`config.mk`:
```
export PLATFORM = sky130hd
export DESIGN_NAME = tick_source_timer
export DESIGN_NICKNAME = d
export VERILOG_FILES = /design/src/rtl/tss_pkg.sv /design/src/rtl/tss_trig_edge.sv /design/src/rtl/tss_prescaler.sv /design/src/rtl/tss_counter.sv /design/src/rtl/tick_source_timer.sv
export SDC_FILE = /design/constraint.sdc
export NUM_CORES = 1
export LEC_CHECK = 0
export CORE_ASPECT_RATIO = 1.2
export CORE_MARGIN = 5
export CORE_UTILIZATION = 55
export DETAILED_ROUTE_END_ITERATION = 16
export DONT_BUFFER_PORTS = 1
export PLACE_DENSITY_LB_ADDON = 0.3
export SYNTH_ARGS = -nofsm -noshare
export SYNTH_HDL_FRONTEND = slang
export SYNTH_HIERARCHICAL = 1
export SYNTH_SLANG_ARGS = --single-unit
```
`constraint.sdc`:
```
create_clock -name clk -period 2.95 [get_ports clk]
set_input_delay 0.59 -clock clk [delete_from_list [all_inputs] [get_ports clk]]
set_output_delay 0.59 -clock clk [all_outputs]
set_load 0.01 [all_outputs]
```
`src/rtl/tss_pkg.sv`:
```
`timescale 1ns/1ps
package tss_pkg;
  typedef enum logic [2:0] {
    SM_OFF   = 3'd0,
    SM_ENC1  = 3'd1,
    SM_ENC2  = 3'd2,
    SM_ENC3  = 3'd3,
    SM_RST   = 3'd4,
    SM_GATE  = 3'd5,
    SM_START = 3'd6,
    SM_EVENT = 3'd7
  } slave_mode_e;
endpackage

```
`src/rtl/tss_trig_edge.sv`:
```
`timescale 1ns/1ps
module tss_trig_edge #(
  parameter int N_TRIG = 3,
  parameter int SEL_W  = 2
) (
  input  logic              clk,
  input  logic              rst_n,
  input  logic [N_TRIG-1:0] trig_in,
  input  logic [SEL_W-1:0]  trig_sel,
  output logic              edge_o
);
  logic [N_TRIG-1:0] meta_q, sync_q;
  logic              picked, prev_q;

  always_ff @(posedge clk or negedge rst_n) begin
    if (!rst_n) begin
      meta_q <= '0;
      sync_q <= '0;
      prev_q <= 1'b0;
    end else begin
      meta_q <= trig_in;
      sync_q <= meta_q;
      prev_q <= picked;
    end
  end

  // selector value 0 is the software source: no level from the pins
  always_comb begin
    picked = 1'b0;
    for (int i = 0; i < N_TRIG; i++) begin
      if (trig_sel == SEL_W'(i + 1)) picked = sync_q[i];
    end
  end

  assign edge_o = picked & ~prev_q;
endmodule

```
`src/rtl/tss_prescaler.sv`:
```
`timescale 1ns/1ps
module tss_prescaler #(
  parameter int PSC_W = 16
) (
  input  logic             clk,
  input  logic             rst_n,
  input  logic             tick_i,
  input  logic             clear_i,
  input  logic             load_i,
  input  logic [PSC_W-1:0] psc_val_i,
  output logic             carry_o
);
  localparam logic [PSC_W-1:0] PSC_ONE = PSC_W'(1);

  logic [PSC_W-1:0] cnt_q, cnt_d, act_q, act_d;
  logic             at_top;

  assign at_top  = (cnt_q == act_q);
  assign carry_o = tick_i & at_top & ~clear_i;

  always_comb begin
    cnt_d = cnt_q;
    if (clear_i)     cnt_d = '0;
    else if (tick_i) cnt_d = at_top ? '0 : cnt_q + PSC_ONE;
    act_d = load_i ? psc_val_i : act_q;
  end

  always_ff @(posedge clk or negedge rst_n) begin
    if (!rst_n) begin
      cnt_q <= '0;
      act_q <= '0;
    end else begin
      cnt_q <= cnt_d;
      act_q <= act_d;
    end
  end
endmodule

```
`src/rtl/tss_counter.sv`:
```
`timescale 1ns/1ps
module tss_counter #(
  parameter int CNT_W = 16,
  parameter int REP_W = 8
) (
  input  logic             clk,
  input  logic             rst_n,
  input  logic             step_i,
  input  logic             force_i,
  input  logic [CNT_W-1:0] reload_val_i,
  input  logic [REP_W-1:0] rep_val_i,
  output logic             ovf_o,
  output logic [CNT_W-1:0] cnt_o,
  output logic             upd_o,
  output logic             rep_upd_o
);
  localparam logic [CNT_W-1:0] CNT_ONE = CNT_W'(1);
  localparam logic [REP_W-1:0] REP_ONE = REP_W'(1);

  logic [CNT_W-1:0] cnt_q, cnt_d, top_q, top_d;
  logic [REP_W-1:0] rep_q, rep_d;
  logic             upd_d, rupd_d, upd_q, rupd_q;

  assign ovf_o = step_i & (cnt_q == top_q) & ~force_i;

  always_comb begin
    cnt_d  = cnt_q;
    top_d  = top_q;
    rep_d  = rep_q;
    upd_d  = 1'b0;
    rupd_d = 1'b0;
    if (force_i) begin
      cnt_d  = '0;
      top_d  = reload_val_i;
      rep_d  = rep_val_i;
      upd_d  = 1'b1;
      rupd_d = 1'b1;
    end else if (step_i) begin
      if (ovf_o) begin
        cnt_d = '0;
        top_d = reload_val_i;
        upd_d = 1'b1;
        if (rep_q == '0) begin
          rep_d  = rep_val_i;
          rupd_d = 1'b1;
        end else begin
          rep_d = rep_q - REP_ONE;
        end
      end else begin
        cnt_d = cnt_q + CNT_ONE;
      end
    end
  end

  always_ff @(posedge clk or negedge rst_n) begin
    if (!rst_n) begin
      cnt_q  <= '0;
      top_q  <= '0;
      rep_q  <= '0;
      upd_q  <= 1'b0;
      rupd_q <= 1'b0;
    end else begin
      cnt_q  <= cnt_d;
      top_q  <= top_d;
      rep_q  <= rep_d;
      upd_q  <= upd_d;
      rupd_q <= rupd_d;
    end
  end

  assign cnt_o     = cnt_q;
  assign upd_o     = upd_q;
  assign rep_upd_o = rupd_q;
endmodule

```
`src/rtl/tick_source_timer.sv`:
```
`timescale 1ns/1ps
module tick_source_timer #(
  parameter int  CNT_W  = 16,
  parameter int  PSC_W  = 16,
  parameter int  REP_W  = 8,
  parameter int  N_TRIG = 3,
  localparam int SEL_W  = $clog2(N_TRIG + 1)
) (
  input  logic              clk,
  input  logic              rst_n,
  input  logic [2:0]        mode_sel,
  input  logic [SEL_W-1:0]  trig_sel,
  input  logic [N_TRIG-1:0] trig_in,
  input  logic              sw_update,
  input  logic              cnt_en,
  input  logic [PSC_W-1:0]  psc_val,
  input  logic [CNT_W-1:0]  reload_val,
  input  logic [REP_W-1:0]  rep_val,
  output logic [CNT_W-1:0]  cnt_out,
  output logic              upd_evt,
  output logic              rep_upd
);
  import tss_pkg::*;

  logic rst_meta_q, rst_s_n;
  logic trig_edge, event_mode, psc_tick, psc_carry, cnt_ovf;

  always_ff @(posedge clk or negedge rst_n) begin
    if (!rst_n) begin
      rst_meta_q <= 1'b0;
      rst_s_n    <= 1'b0;
    end else begin
      rst_meta_q <= 1'b1;
      rst_s_n    <= rst_meta_q;
    end
  end

  tss_trig_edge #(.N_TRIG(N_TRIG), .SEL_W(SEL_W)) u_edge (
    .clk(clk), .rst_n(rst_s_n), .trig_in(trig_in),
    .trig_sel(trig_sel), .edge_o(trig_edge)
  );

  // codes other than event mode keep the bus clock as the tick source
  assign event_mode = (slave_mode_e'(mode_sel) == SM_EVENT);
  assign psc_tick   = cnt_en & (event_mode ? trig_edge : 1'b1);

  tss_prescaler #(.PSC_W(PSC_W)) u_psc (
    .clk(clk), .rst_n(rst_s_n), .tick_i(psc_tick), .clear_i(sw_update),
    .load_i(sw_update | cnt_ovf), .psc_val_i(psc_val), .carry_o(psc_carry)
  );

  tss_counter #(.CNT_W(CNT_W), .REP_W(REP_W)) u_cnt (
    .clk(clk), .rst_n(rst_s_n), .step_i(psc_carry), .force_i(sw_update),
    .reload_val_i(reload_val), .rep_val_i(rep_val), .ovf_o(cnt_ovf),
    .cnt_o(cnt_out), .upd_o(upd_evt), .rep_upd_o(rep_upd)
  );
endmodule

```
# Word-level counts from Yosys, hierarchy flattened
# Index checks and enable logic that the tools add are counted.
# word_totals
reg_bits	83
inputBits	52
wordCells	59
output_inout_bits	18
# classes
n_addsub	3
reduce_logical	5
mux	24
eq_ne	6
n_bitwise	9
# ops
cell	n
16-bit 2-to-1 mux	9
16-bit by 1-bit adder with 16-bit output (second input constant)	2
16-bit equality test	2
8-bit 2-to-1 mux	4
1-bit 2-to-1 mux	11
8-bit zero test	1
8-bit by 1-bit subtractor with 8-bit output (second input constant)	1
1-bit AND	6
2-bit nonzero test	3
2-bit equality test (second input constant)	2
3-bit equality test (second input constant)	1
2-bit by 1-bit equality test with 1-bit output (second input constant)	1
1-bit NOT	2
2-bit AND reduction	1
1-bit bitwise OR	1

# Depth between registers and ports, before layout
# Gate-level depths: netlist of the first run.
# logic_depth
word_depth	14
mapped_depth	17
mapped_depth_nobuf	12

# Modules after synthesis
# Netlist of the first run, hierarchy kept.
# modules_own_cells
mod	seq_area_each_um2	n_inst	cells_per_inst	area_per_inst_um2
tss_counter	1051.0	1	227	2328.5
tss_prescaler	800.8	1	176	1815.5
tss_trig_edge	175.2	1	11	207.7
tick_source_timer	50.0	1	6	75.1

# Least setup slack after synthesis of the first run
# OpenSTA, ideal clock, no wires.
# synth_timing
path_kind	input port to flip-flop
from	input port trig_sel[0]
to	register u_psc.act_q[10]
arrival_time_ns	4.139
stages	17
path_buffers	5
setup_time_ns	0.125
required_ns	2.825
path_slack_ns	-1.314
path_cell_list	mux2i_1 -> a211oi_2 -> nand4b_1 -> and2_1 -> inv_1 -> dlygate4sd1_1 -> nor3_1 -> clkbuf_1 -> nand2_1 -> or4_1 -> buf_4 -> or2_2 -> nor2_1 -> or2_2 -> clkbuf_1 -> clkbuf_1 -> mux2_2
# synth_between
elab_chain_len	12
word_cells_on_any_way	14
cone_classes	eq/ne: 3; mux: 4; bitwise: 7
# synth_rtl
element	line_no	text
start: declaration	tick_source_timer.sv:12	input logic [SEL_W-1:0] trig_sel,
2-bit by 1-bit equality test with 1-bit output	tss_trig_edge.sv:31	if (trig_sel == SEL_W'(i + 1)) picked = sync_q[i];
1-bit 2-to-1 mux (2 in series)	tss_trig_edge.sv:31	
1-bit 2-to-1 mux (*)	tss_trig_edge.sv:31	
1-bit AND (*)	tss_trig_edge.sv:35	assign edge_o = picked & ~prev_q;
net trig_edge	tick_source_timer.sv:26	logic trig_edge, event_mode, psc_tick, psc_carry, cnt_ovf;
1-bit 2-to-1 mux (*)	tick_source_timer.sv:45	assign psc_tick = cnt_en & (event_mode ? trig_edge : 1'b1);
1-bit AND (*)	tick_source_timer.sv:45	
net psc_tick	tick_source_timer.sv:26	
1-bit AND (*) (2 in series)	tss_prescaler.sv:19	assign carry_o = tick_i & at_top & ~clear_i;
net psc_carry	tick_source_timer.sv:26	
1-bit AND (*) (2 in series)	tss_counter.sv:24	assign ovf_o = step_i & (cnt_q == top_q) & ~force_i;
net cnt_ovf	tick_source_timer.sv:26	
1-bit bitwise OR (*)	tick_source_timer.sv:49	.load_i(sw_update | cnt_ovf), .psc_val_i(psc_val), .carry_o(psc_carry)
end signal: assignment	tss_prescaler.sv:34	act_q <= act_d;
end: declaration	tss_prescaler.sv:15	logic [PSC_W-1:0] cnt_q, cnt_d, act_q, act_d;
# The timed path passes the listed nets; every way through them passes the cells marked *.
# A chain may end at the register's enable or synchronous reset.

# Worst setup path after layout of the first run
# layout_timing
from	register u_psc.act_q[13]
to	register u_psc.act_q[4]
# layout_between
elab_chain_len	6
# layout_rtl
element	line_no	text
16-bit equality test	tss_prescaler.sv:18	assign at_top = (cnt_q == act_q);
1-bit AND (2 in series)	tss_prescaler.sv:19	
net psc_carry	tick_source_timer.sv:26	
1-bit AND (2 in series)	tss_counter.sv:24	
net cnt_ovf	tick_source_timer.sv:26	
1-bit bitwise OR	tick_source_timer.sv:49	
# The timed path passes the listed nets, and every way through them passes these cells.

==> results of run 1 <==
==> routing by layer <==
layer | up-vias | GRT usage (%) | wire length (um)
met5 | - | 0 | 0
met4 | 0 | 8.39 | 217
met3 | 24 | 5.78 | 719
met2 | 137 | 34.3 | 5130
met1 | 1676 | 25.2 | 4060
li1 | 1582 | - | -
==> per-stage QoR <==
stage,hold slack (ns),area (sq um),instances
2_1_floorplan,0.294,4540,420
6_report,0.262,5110,547
4_1_cts,0.250,5010,544
3_3_place_gp,0.295,4730,526
5_1_grt,0.237,5110,547
3_5_place_dp,0.295,4730,526
==> worst max-delay path, stage by stage, from the launching register on <==
cell       delay [ns]
dfrtp_1          0.42
xor2_1           0.19
nor4_2           0.38
nand4_4          0.18
nor3_4           0.18
nand2_1          0.07
or4_4            0.49
or2_4            0.25
nor2_2           0.07
or2_4            0.16
clkbuf_16        0.16
mux2_2           0.33
==> what timing repair did <==
action                                  CTS  global route
cloned                                    0             2
endpoints found under the setup margin   34            48
setup buffers                             2             1
hold buffers                              1             0
endpoints found under the hold margin     2             0
pin swaps                                 3             2
resized for setup                         6            12
==> worst min-delay path by stage <==
stage | startpoint | to | cells past startpoint
after floorplan | rst_n | rst_meta_q | 0
after global routing | trig_in[1] | u_edge/meta_q[1] | 0
after global placement | rst_n | rst_meta_q | 0
after CTS | trig_in[2] | u_edge/meta_q[2] | 0
final | trig_in[2] | u_edge/meta_q[2] | 0
after detailed placement | rst_n | rst_meta_q | 0
==> state kept, by name, indices dropped and copies added, names as in the netlist, 3 cells and up <==
register / cells
u_edge/sync_q: 3
u_psc/act_q: 16
u_cnt/cnt_o: 16
u_edge/meta_q: 3
u_cnt/top_q: 16
u_cnt/rep_q: 8
u_psc/cnt_q: 16
==> power groups by stage <==
stage / sequential, uW / clock, uW / combinational, uW
after floorplan: 1280 / 0 / 203
after global placement: 1300 / 0 / 222
after detailed placement: 1300 / 0 / 230
after CTS: 1280 / 911 / 240
after global routing: 1290 / 961 / 282
final: 1280 / 900 / 259
==> cells in the final DEF (no fill, tap or decap), types with 5 or more instances in the layout <==
| cell | count |
|---|---|
| mux2_4 | 22 |
| mux2_2 | 10 |
| clkbuf_8 | 10 |
| nand2_1 | 28 |
| dfrtp_1 | 82 |
| a31oi_1 | 12 |
| inv_1 | 9 |
| and3_1 | 7 |
| nand4_1 | 12 |
| xor2_1 | 35 |
| nand3_1 | 18 |
| o21ai_0 | 10 |
| a21oi_1 | 14 |
| nand2b_1 | 5 |
| nor2_1 | 29 |
| or3_1 | 5 |
| xnor2_1 | 11 |
| buf_4 | 34 |
| nor3_1 | 6 |
==> area by class of cell <==
| type | count | area, sq um |
|---|---|---|
| inverters | 10 | 40.0 |
| multi-input cells | 306 | 2280 |
| repair buffers | 41 | 378 |
| well taps | 92 | 115 |
| flip-flops and latches | 83 | 2080 |
| clock buffers | 11 | 141 |
| clock inverters | 4 | 75.1 |
| fillers | 595 | 2640 |
==> cell families (layout without fill, tap and decap cells) <==
group	count (synthesis)	count (layout)
adder cells (fa/ha/maj)	4	4
AO/OA/AOI/OAI	66	66
multiplexers	34	34
flip-flops	83	83
buffers and inverters	31	66
XOR/XNOR	46	46
AND/OR/NAND/NOR	155	155
other	1	1
==> run metrics, run 1 <==
first drt pass iteration count=5; row count=35; Worst Path Arrival=3.22 ns; Async SR Flop Fraction=100%; post-synthesis sequential area ratio=46.9%; Cells after Synth=420; switching portion of total power=24.4%; most frequent cell after synthesis=dfrtp_1; Yosys top cell by area=dfrtp_1; Reg2Reg Depth=11; area share of the largest cell type after synthesis=46.9%; failing checks=negative setup slack; post-synthesis cell area=4430 sq um; first-pass GRT wire length=16,400 um; top_reg_cell synth=dfrtp_1; Comb power frac=10.6%; Diodes inserted=0; pin count of the biggest net entering global routing=82; Place WS=-0.183 ns; EDFF count, synth=0; Num CTS Buffers=9; mux share of post-synthesis cell area=8.59%; Final Util=66.0%; Critical Path Start=u_psc/act_q[13]; outcome=finished, violations left; gr usage total=20.5%; DRC=0; CP Launch Type=flop; yosys warns=6; routed via count=3,419; Reg power frac=52.5%; maximum vdd drop=0.434 mV; Yosys reg bits=83; setup total negative slack=-0.183 ns; die area=9950 sq um; RD Place Congestion=0.843; WS Path Type=reg2reg; WL final=10,100 um; Final period util=101%; Power, Total=2440 uW; CTS tree=done; RSZ-0062 raised after global routing=yes; vias in the first global route=3,434; clock tree buffer depth=2; CTS Sinks=83; setup ws final=-0.0294 ns; clk_lat worst skew=0.35 ns; 1st-iter DRT viols=221; synthesized area per cell=10.5 sq um; Crit. End Element=flop; Power per Cell Area=477 nW/um^2; Rel. slew slack=31.7%; Worst-path clk slew=0.09 ns; largest family of logic cells by synthesized area=simple AND/OR/NAND/NOR gates; P_int=1840 uW; IO Pins=70; Clk pwr share=36.9%; quantity of I/O buffers inserted on ports=0; Hold Violations, Final=0; Worst R2R Start=u_psc/act_q[13]; Synth Area in Compound Gates=10.1%; via/cell ratio=6.25; Layout Nets=507; antenna-violating nets left=0; worst min path class=in2reg; worst-path fanout max=8; worst path required time=3.20 ns; root buffer cell=clkbuf_8; internal reg-to-reg setup slack=-0.03 ns; Netlist cell types=57; Slew Limit Fails=0; Clock Skew=0.0102 ns; setup violators final=8; H-tree lvl count=3; synth cell count leaders=dfrtp_1 (83), xor2_1 (35), mux2_2 (32), nor2_1 (30), nand2_1 (28); Max-Cap Viols=0; Leak Pwr=0.00221 uW; worst slew pin tran=1.02 ns; Starting Density=57.1%; Post-Synth Simple-Gate Area=19.5%; gr ovfl total=0; CORE AREA=7750 sq um; reg-to-reg critical path endpoint=u_psc/act_q[4]; Sw Pwr=595 uW; largest cells by area after synthesis=dfrtp_1 (47%), mux2_2 (8.1%), xor2_1 (6.9%); fmax=336 MHz; die height=108 um; Final min period=2.98 ns; HPWL Detailed=7020 um; Critical Path End=u_psc/act_q[4]; Post-Synth XOR/XNOR Area=9.10%; initial antenna violation count=0; WL per Instance=18.5 um; post-synthesis adder-cell area fraction=1.13%; area grow syn2layout=15.5%; width of the die=91.9 um; share of cells above drive strength 1=24.2%; Syn Nets=476
No activity file was read; power rests on OpenSTA's default activity.
==> inputs of run 2 (changes only) <==
--- a/config.mk
+++ b/config.mk
@@ -5,6 +5,7 @@
 export SDC_FILE = /design/constraint.sdc
 export NUM_CORES = 1
 export LEC_CHECK = 0
+export ABC_CLOCK_PERIOD_IN_PS = 2950
 export CORE_ASPECT_RATIO = 1.2
 export CORE_MARGIN = 5
 export CORE_UTILIZATION = 55
==> results of run 2 <==
The final DEF is identical to that of run 1; final timing and power are the same.
